[config.mk]
export PLATFORM = sky130hd
export DESIGN_NAME = edge_irq_ctrl
export DESIGN_NICKNAME = d
export VERILOG_FILES = /design/src/rtl/edge_irq_ctrl.sv
export SDC_FILE = /design/constraint.sdc
export NUM_CORES = 1
export LEC_CHECK = 0
export BUFFER_PORTS_ARGS = -buffer_cell sky130_fd_sc_hd__clkbuf_2
export CAP_MARGIN = 20
export CORE_UTILIZATION = 35
export DETAILED_ROUTE_END_ITERATION = 6
export GPL_ROUTABILITY_DRIVEN = 0
export PLACE_DENSITY = 0.56
export RECOVER_POWER = 100
export SYNTH_ARGS = -nofsm -noshare
export SYNTH_HDL_FRONTEND = slang
export SYNTH_SLANG_ARGS = --single-unit
[constraint.sdc]
create_clock -name clk -period 3.4 [get_ports clk]
set_clock_uncertainty 0.05 [all_clocks]
set_input_delay 0.51 -clock clk [delete_from_list [all_inputs] [get_ports clk]]
set_output_delay 0.51 -clock clk [all_outputs]
set_load 0.1 [all_outputs]
[src/rtl/edge_irq_ctrl.sv]
module edge_irq_ctrl #(
  parameter int PIN_LINES = 16,
  parameter int EXT_LINES = 4,
  parameter int PORTS     = 4,
  parameter int SEL_W     = 4,
  parameter int ADDR_W    = 4,
  parameter int DATA_W    = 32
) (
  input  logic                          clk,
  input  logic                          rst_n,
  input  logic [PORTS*PIN_LINES-1:0]    gpio_in,
  input  logic [EXT_LINES-1:0]          int_src,
  input  logic                          reg_wr,
  input  logic [ADDR_W-1:0]             reg_addr,
  input  logic [DATA_W-1:0]             reg_wdata,
  output logic [DATA_W-1:0]             reg_rdata,
  output logic [PIN_LINES+EXT_LINES-1:0] irq,
  output logic [PIN_LINES+EXT_LINES-1:0] evt
);
  localparam int NL      = PIN_LINES + EXT_LINES;
  localparam int FPR     = 4;
  localparam int NSEL    = PIN_LINES / FPR;
  localparam int A_IMASK = NSEL;
  localparam int A_EMASK = NSEL + 1;
  localparam int A_RISE  = NSEL + 2;
  localparam int A_FALL  = NSEL + 3;
  localparam int A_SW    = NSEL + 4;
  localparam int A_PEND  = NSEL + 5;

  logic [SEL_W-1:0] sel_q [PIN_LINES];
  logic [PORTS*PIN_LINES-1:0] s1_q, s2_q;
  logic [NL-1:0] imask_q, emask_q, rise_q, fall_q, sw_q, pend_q, line_q, evt_q;
  logic [NL-1:0] line_now, trig, set, clr, wd;

  assign wd = reg_wdata[NL-1:0];
  logic unused_wdata;
  assign unused_wdata = ^reg_wdata[DATA_W-1:NL];

  wire wr_imask = reg_wr && reg_addr == ADDR_W'(A_IMASK);
  wire wr_emask = reg_wr && reg_addr == ADDR_W'(A_EMASK);
  wire wr_rise  = reg_wr && reg_addr == ADDR_W'(A_RISE);
  wire wr_fall  = reg_wr && reg_addr == ADDR_W'(A_FALL);
  wire wr_sw    = reg_wr && reg_addr == ADDR_W'(A_SW);
  wire wr_pend  = reg_wr && reg_addr == ADDR_W'(A_PEND);

  always_comb begin
    line_now = '0;
    for (int i = 0; i < PIN_LINES; i++)
      for (int p = 0; p < PORTS; p++)
        if (sel_q[i] == SEL_W'(p)) line_now[i] = s2_q[p*PIN_LINES + i];
    line_now[PIN_LINES +: EXT_LINES] = int_src;
  end

  assign trig = (rise_q & line_now & ~line_q) | (fall_q & ~line_now & line_q);
  assign set  = trig | (wr_sw ? (wd & ~sw_q) : '0);
  assign clr  = (wr_pend ? wd : '0) | (wr_rise ? (wd ^ rise_q) : '0)
              | (wr_fall ? (wd ^ fall_q) : '0);

  always_ff @(posedge clk or negedge rst_n) begin
    if (!rst_n) begin
      for (int i = 0; i < PIN_LINES; i++) sel_q[i] <= '0;
      s1_q <= '0; s2_q <= '0;
      imask_q <= '0; emask_q <= '0; rise_q <= '0; fall_q <= '0;
      sw_q <= '0; pend_q <= '0; line_q <= '0; evt_q <= '0;
    end else begin
      for (int i = 0; i < PIN_LINES; i++)
        if (reg_wr && reg_addr == ADDR_W'(i / FPR))
          sel_q[i] <= reg_wdata[(i % FPR)*SEL_W +: SEL_W];
      s1_q   <= gpio_in;
      s2_q   <= s1_q;
      line_q <= line_now;
      if (wr_imask) imask_q <= wd;
      if (wr_emask) emask_q <= wd;
      if (wr_rise)  rise_q  <= wd;
      if (wr_fall)  fall_q  <= wd;
      if (wr_sw)    sw_q    <= sw_q | wd;
      else if (wr_pend) sw_q <= sw_q & ~wd;
      pend_q <= (pend_q & ~clr) | set;
      evt_q  <= set & emask_q;
    end
  end

  assign irq = pend_q & imask_q;
  assign evt = evt_q;

  always_comb begin
    reg_rdata = '0;
    for (int i = 0; i < PIN_LINES; i++)
      if (reg_addr == ADDR_W'(i / FPR))
        reg_rdata[(i % FPR)*SEL_W +: SEL_W] = sel_q[i];
    case (reg_addr)
      ADDR_W'(A_IMASK): reg_rdata = DATA_W'(imask_q);
      ADDR_W'(A_EMASK): reg_rdata = DATA_W'(emask_q);
      ADDR_W'(A_RISE):  reg_rdata = DATA_W'(rise_q);
      ADDR_W'(A_FALL):  reg_rdata = DATA_W'(fall_q);
      ADDR_W'(A_SW):    reg_rdata = DATA_W'(sw_q);
      ADDR_W'(A_PEND):  reg_rdata = DATA_W'(pend_q);
      default: ;
    endcase
  end
endmodule


# --- Word level (Yosys, flattened, before mapping) ---
# Index checks and enable logic that the tools add are counted.
op_classes:
  eq_ne: 57
  n_reduce_logical: 28
  bitwise: 22
  muxes: 87
ops:
  columns: ["op", "count"]
  rows:
  - ["$and 20x20->20", 9]
  - ["$eq 4x2->1 const B", 34]
  - ["$mux 20", 6]
  - ["$or 20x20->20", 6]
  - ["$pmux 20 s6", 1]
  - ["$not 20->20", 5]
  - ["$eq 4x1->1 const B", 17]
  - ["$logic_not 4->1", 17]
  - ["$mux 1", 64]
  - ["$mux 4", 16]
  - ["$xor 20x20->20", 2]
  - ["$eq 4x3->1 const B", 4]
  - ["$logic_and 1x1->1", 10]
  - ["$eq 4x4->1 const B", 2]
  - ["$reduce_bool 2->1", 1]
totals:
  regBits: 352
  in_bits: 107

# --- Depth between registers and ports, before layout ---
logic_depth:
  word_depth: 11
  mapped_depth: 8
  ltp_nobuf: 4

# --- Worst setup path before layout ---
# Ideal clock, no wire load.
synth_path:
  path_kind: "input to output"
  startpoint: "in reg_addr[2]"
  endpoint: "out reg_rdata[8]"
  arrival_time_ns: 3.601
  required_time_ns: 2.840
  path_slack_ns: -0.761
  cell_stages: 5
  path_buffers: 3
  path_cell_list: "buf_6 > buf_4 > clkbuf_1 > nand3_1 > a221oi_1"
synth_between:
  elab_chain_cells: 6
synth_rtl:
  columns: ["item", "line_no", "text"]
  rows:
  - ["start, declared", "14", "input logic [ADDR_W-1:0] reg_addr,"]
  - ["$logic_not 4->1", "89", "if (reg_addr == ADDR_W'(i / FPR))"]
  - ["$mux 4 (4 in a row)", "89", null]
  - ["$pmux 20 s6 (*)", "91", "case (reg_addr)"]
  - ["end, declared", "16", "output logic [DATA_W-1:0] reg_rdata,"]
# Mark *: on every way between the ends. The rest lies on a longest branch, timed or not.

# --- Worst setup path after layout ---
layout_path:
  startpoint: "in reg_addr[2]"
  endpoint: "out reg_rdata[7]"
# The elaborated chain is that of the path after synthesis.

==> qor.yml <==
outcome:
  status: "finished with violations"
  violations: "max-capacitance violations, max-slew violations"
sta:
  hold_viol: 0
  finalSetupTns_ns: 0
  relSlewSlack_pct: -41.22
  finalSetupViolCount: 0
  rsz0062_at_grt: "false"
  fin_crit_ns: 3.141
  period_share_pct: 92.39
  whs_ns: 0.02508
  fmax_ghz: 0.3184
  worstMarginPinSlew_ns: 2.118
  maxSlewViolCount: 208
logic_synthesis:
  synth_compound_area_share_pct: 14.61
  yosysTopAreaCell: "dfrtp_1"
  synth.distinct_cells: 62
  async_flop_share_pct: 100.0
  synth.top_cell.area_share_pct: 57.25
  synth_edf_count: 0
  synth.area.top_cells: "dfrtp_1 (57%), mux2_2 (3.7%), o21ai_0 (3.3%), mux2i_1 (3.3%), nand2_1 (3.2%)"
  synth.avg_cell_area_um2: 11.92
  netlist_instances: 1291
  yosys_warnings: 0
  ys.flop_type: "dfrtp_1"
  synth_top_family_by_area: "compound AO/OA/AOI/OAI gates"
  synthMuxAreaShare_pct: 10.87
  seq_area_frac_synth_pct: 57.25
  synth-adder-area-share_pct: 0
  synth-simple-area-share_pct: 12.13
  syn-cell-area_um2: 15380
  ys_seq_elements: 352
  post_synth_xor_area_fraction_pct: 0
clock_tree:
  postCtsSetupBuffers: 0
  cts_tree: "done"
  clk_latency_ns: 0.56
  cts_htree_levels: 2
  cts-resized-gates: 0
  clockBufferDepth: 3
  clk_pin_slew_ns: 0.05
  cts_root_buffer: "clkbuf_16"
  clock-sinks: 352
  cts_buffers: 41
worst_hold_path:
  whs_endpoint: "s1_q[47]"
  hold_start: "gpio_in[47]"
  min_path_cells: 1
  hold_class: "input pin to flip-flop"
power:
  power.switching_uw: 4330
  combPwrFrac_pct: 22.9
  ir_drop_v: 0.0003978
  leakagePower_uw: 0.008390
  swShare_pct: 33.36
  p_seq_share_pct: 42.5
  internal-power_uw: 8649
  p_per_area_nw_per_um2: 687.1
  pwr-share-clk_pct: 34.6
floorplan:
  die_width_um: 211.7
  initial_core_util_pct: 35.64
  die-area_um2: 44800
  ios: 179
  die_h_um: 211.7
  core.rowCount: 76
  coreArea_um2: 43170
detailed_routing:
  drc: 0
  wire_per_inst_um: 22.33
  routed_wirelength_mm: 47.73
  first_iter_violations: 964
  num_vias: 11610
  via_per_inst: 5.430
  antenna_left: 0
  drtPass1Iterations: 7
setup_path:
  r2r-end: "pend_q[6]"
  cp-end-kind: "output pin"
  path_class: "input pin to output pin"
  rrSetupSlack_ns: 1.39
  start_kind: "input pin"
  worstPathArrival_ns: 2.58
  cp_max_fo: 18
  r2r_cells: 4
  reg2reg_from: "sel_q[37]"
  cp_data_required_time_ns: 2.84
place:
  dpl_cell_area_um2: 17230
  place_hpwl_mm: 32.29
  dp.cells: 2005
  io_buffers: 154
final_layout:
  area_growth_pct: 22.78
  nets: 1629
  top_regs: "s1_q x64, s2_q x64, sel_q x64"
  fin_cells: 2138
  final_layout_size_suffix_gt1_share_pct: 20.23
  final_area_um2: 18890
  final_util_pct: 43.75
  nFillCells: 4106
global_routing:
  overflow: 0
  grt_pass1_vias: 11660
  track_usage_pct: 21.86
  grt_max_degree: 93
  grt_first_pass_wirelength_mm: 72.52
  grt_antenna_before_repair: 2
job:
  maxCapViolations: 5
per-stage QoR:
| stage | setup WS, ns | total power, µW |
|---|---|---|
| global placement | 0.4654 | 8513 |
| global route | 0.2078 | 13570 |
| CTS | 0.4498 | 13190 |
| floorplan | 0.04106 | 7531 |
| finish | 0.2589 | 12980 |
| detailed placement | 0.4678 | 8590 |
layout make-up:
type                    count  area (µm²)  share of cell area, %
well taps                 585       732.0                  3.875
repair buffers            269        1974                  10.45
diodes                      1       2.502                0.01325
flip-flops and latches    352        8808                  46.63
clock buffers              59        1206                  6.385
multi-input cells         797        5758                  30.48
inverters                  61       229.0                  1.212
clock inverters            14       178.9                 0.9472
cells in the mapped netlist (5+ instances only):
library cell    n
a22oi_1        15
inv_1          60
or3_1          20
buf_6           8
nand2_1       132
nand2b_1        6
o32a_1         16
nor3_1          5
a31oi_1         8
clkbuf_1       19
mux2_1         14
o32ai_1        16
or3b_1         17
mux2_2         50
a21oi_1        14
o31ai_1        16
o22ai_1        18
mux2i_1        50
o221a_2        16
a311oi_1       20
and2_1         38
nor4_2         10
nor4_1          6
a22o_1         27
a211oi_1        6
o21ai_1        19
buf_2          36
nor2b_1        24
mux4_2         20
nor2_1          5
o21ai_0       102
a221oi_1        6
and3_1         32
nand3_1        15
buf_4          29
dfrtp_1       352
critical path, cell delays in order:
cell      delay [ns]
clkbuf_2        0.27
buf_4           0.37
nand2b_1        0.19
nor3_2          0.04
clkbuf_2        0.38
a22oi_1         0.27
o21ai_0         0.27
buf_12          0.25
cells by family after synthesis:
kind of cell / after synthesis
and+or+nand+nor: 331
muxes: 134
DFF: 352
buffers and inverters: 153
AOI/OAI and AO/OA: 320
other: 1
power by group through the flow:
stage	Combinational, µW	Clock [µW]	Sequential [µW]
5_1_grt	3180	4780	5610
3_3_place_gp	2970	0	5540
2_1_floorplan	1960	0	5570
3_5_place_dp	3020	0	5570
4_1_cts	3080	4600	5500
6_report	2980	4490	5510
cells in the final DEF (no fill, tap or decap), drive strengths merged, types with 17 or more instances in the layout:
master,Yosys,routed
a22o,27,27
or3b,17,17
o21ai,121,121
nand2,134,134
mux4,20,20
nor2b,24,24
or3,20,20
inv,61,62
and3,32,32
mux2,64,64
o22ai,18,18
dlygate4sd3,0,59
clkbuf,19,209
mux2i,50,50
and2,38,38
dfrtp,352,352
a311oi,20,20
buf,73,60
worst max-delay path by stage:
stage           startpoint            to
6_report       reg_addr[2]  reg_rdata[7]
2_1_floorplan  reg_addr[1]  reg_rdata[1]
4_1_cts        reg_addr[2]  reg_rdata[7]
3_3_place_gp   reg_addr[2]  reg_rdata[9]
5_1_grt        reg_addr[2]  reg_rdata[3]
3_5_place_dp   reg_addr[2]  reg_rdata[7]
layer usage:
| metal | global-route usage, % | vias to the layer above | share of wire, % |
|---|---|---|---|
| met2 | 34.62 | 444 | 47 |
| met4 | 9.395 | 0 | 3.4 |
| met5 | 0 | - | 0 |
| met1 | 29.84 | 5888 | 44 |
| met3 | 3.249 | 111 | 5.6 |
| li1 | - | 5167 | - |
what timing repair did:
action	4_1_cts	5_1_grt
endpoints found under the setup margin	0	0
hold endpoints to repair	131	0
hold buffers	59	0
(Power assumes the default switching activity.)
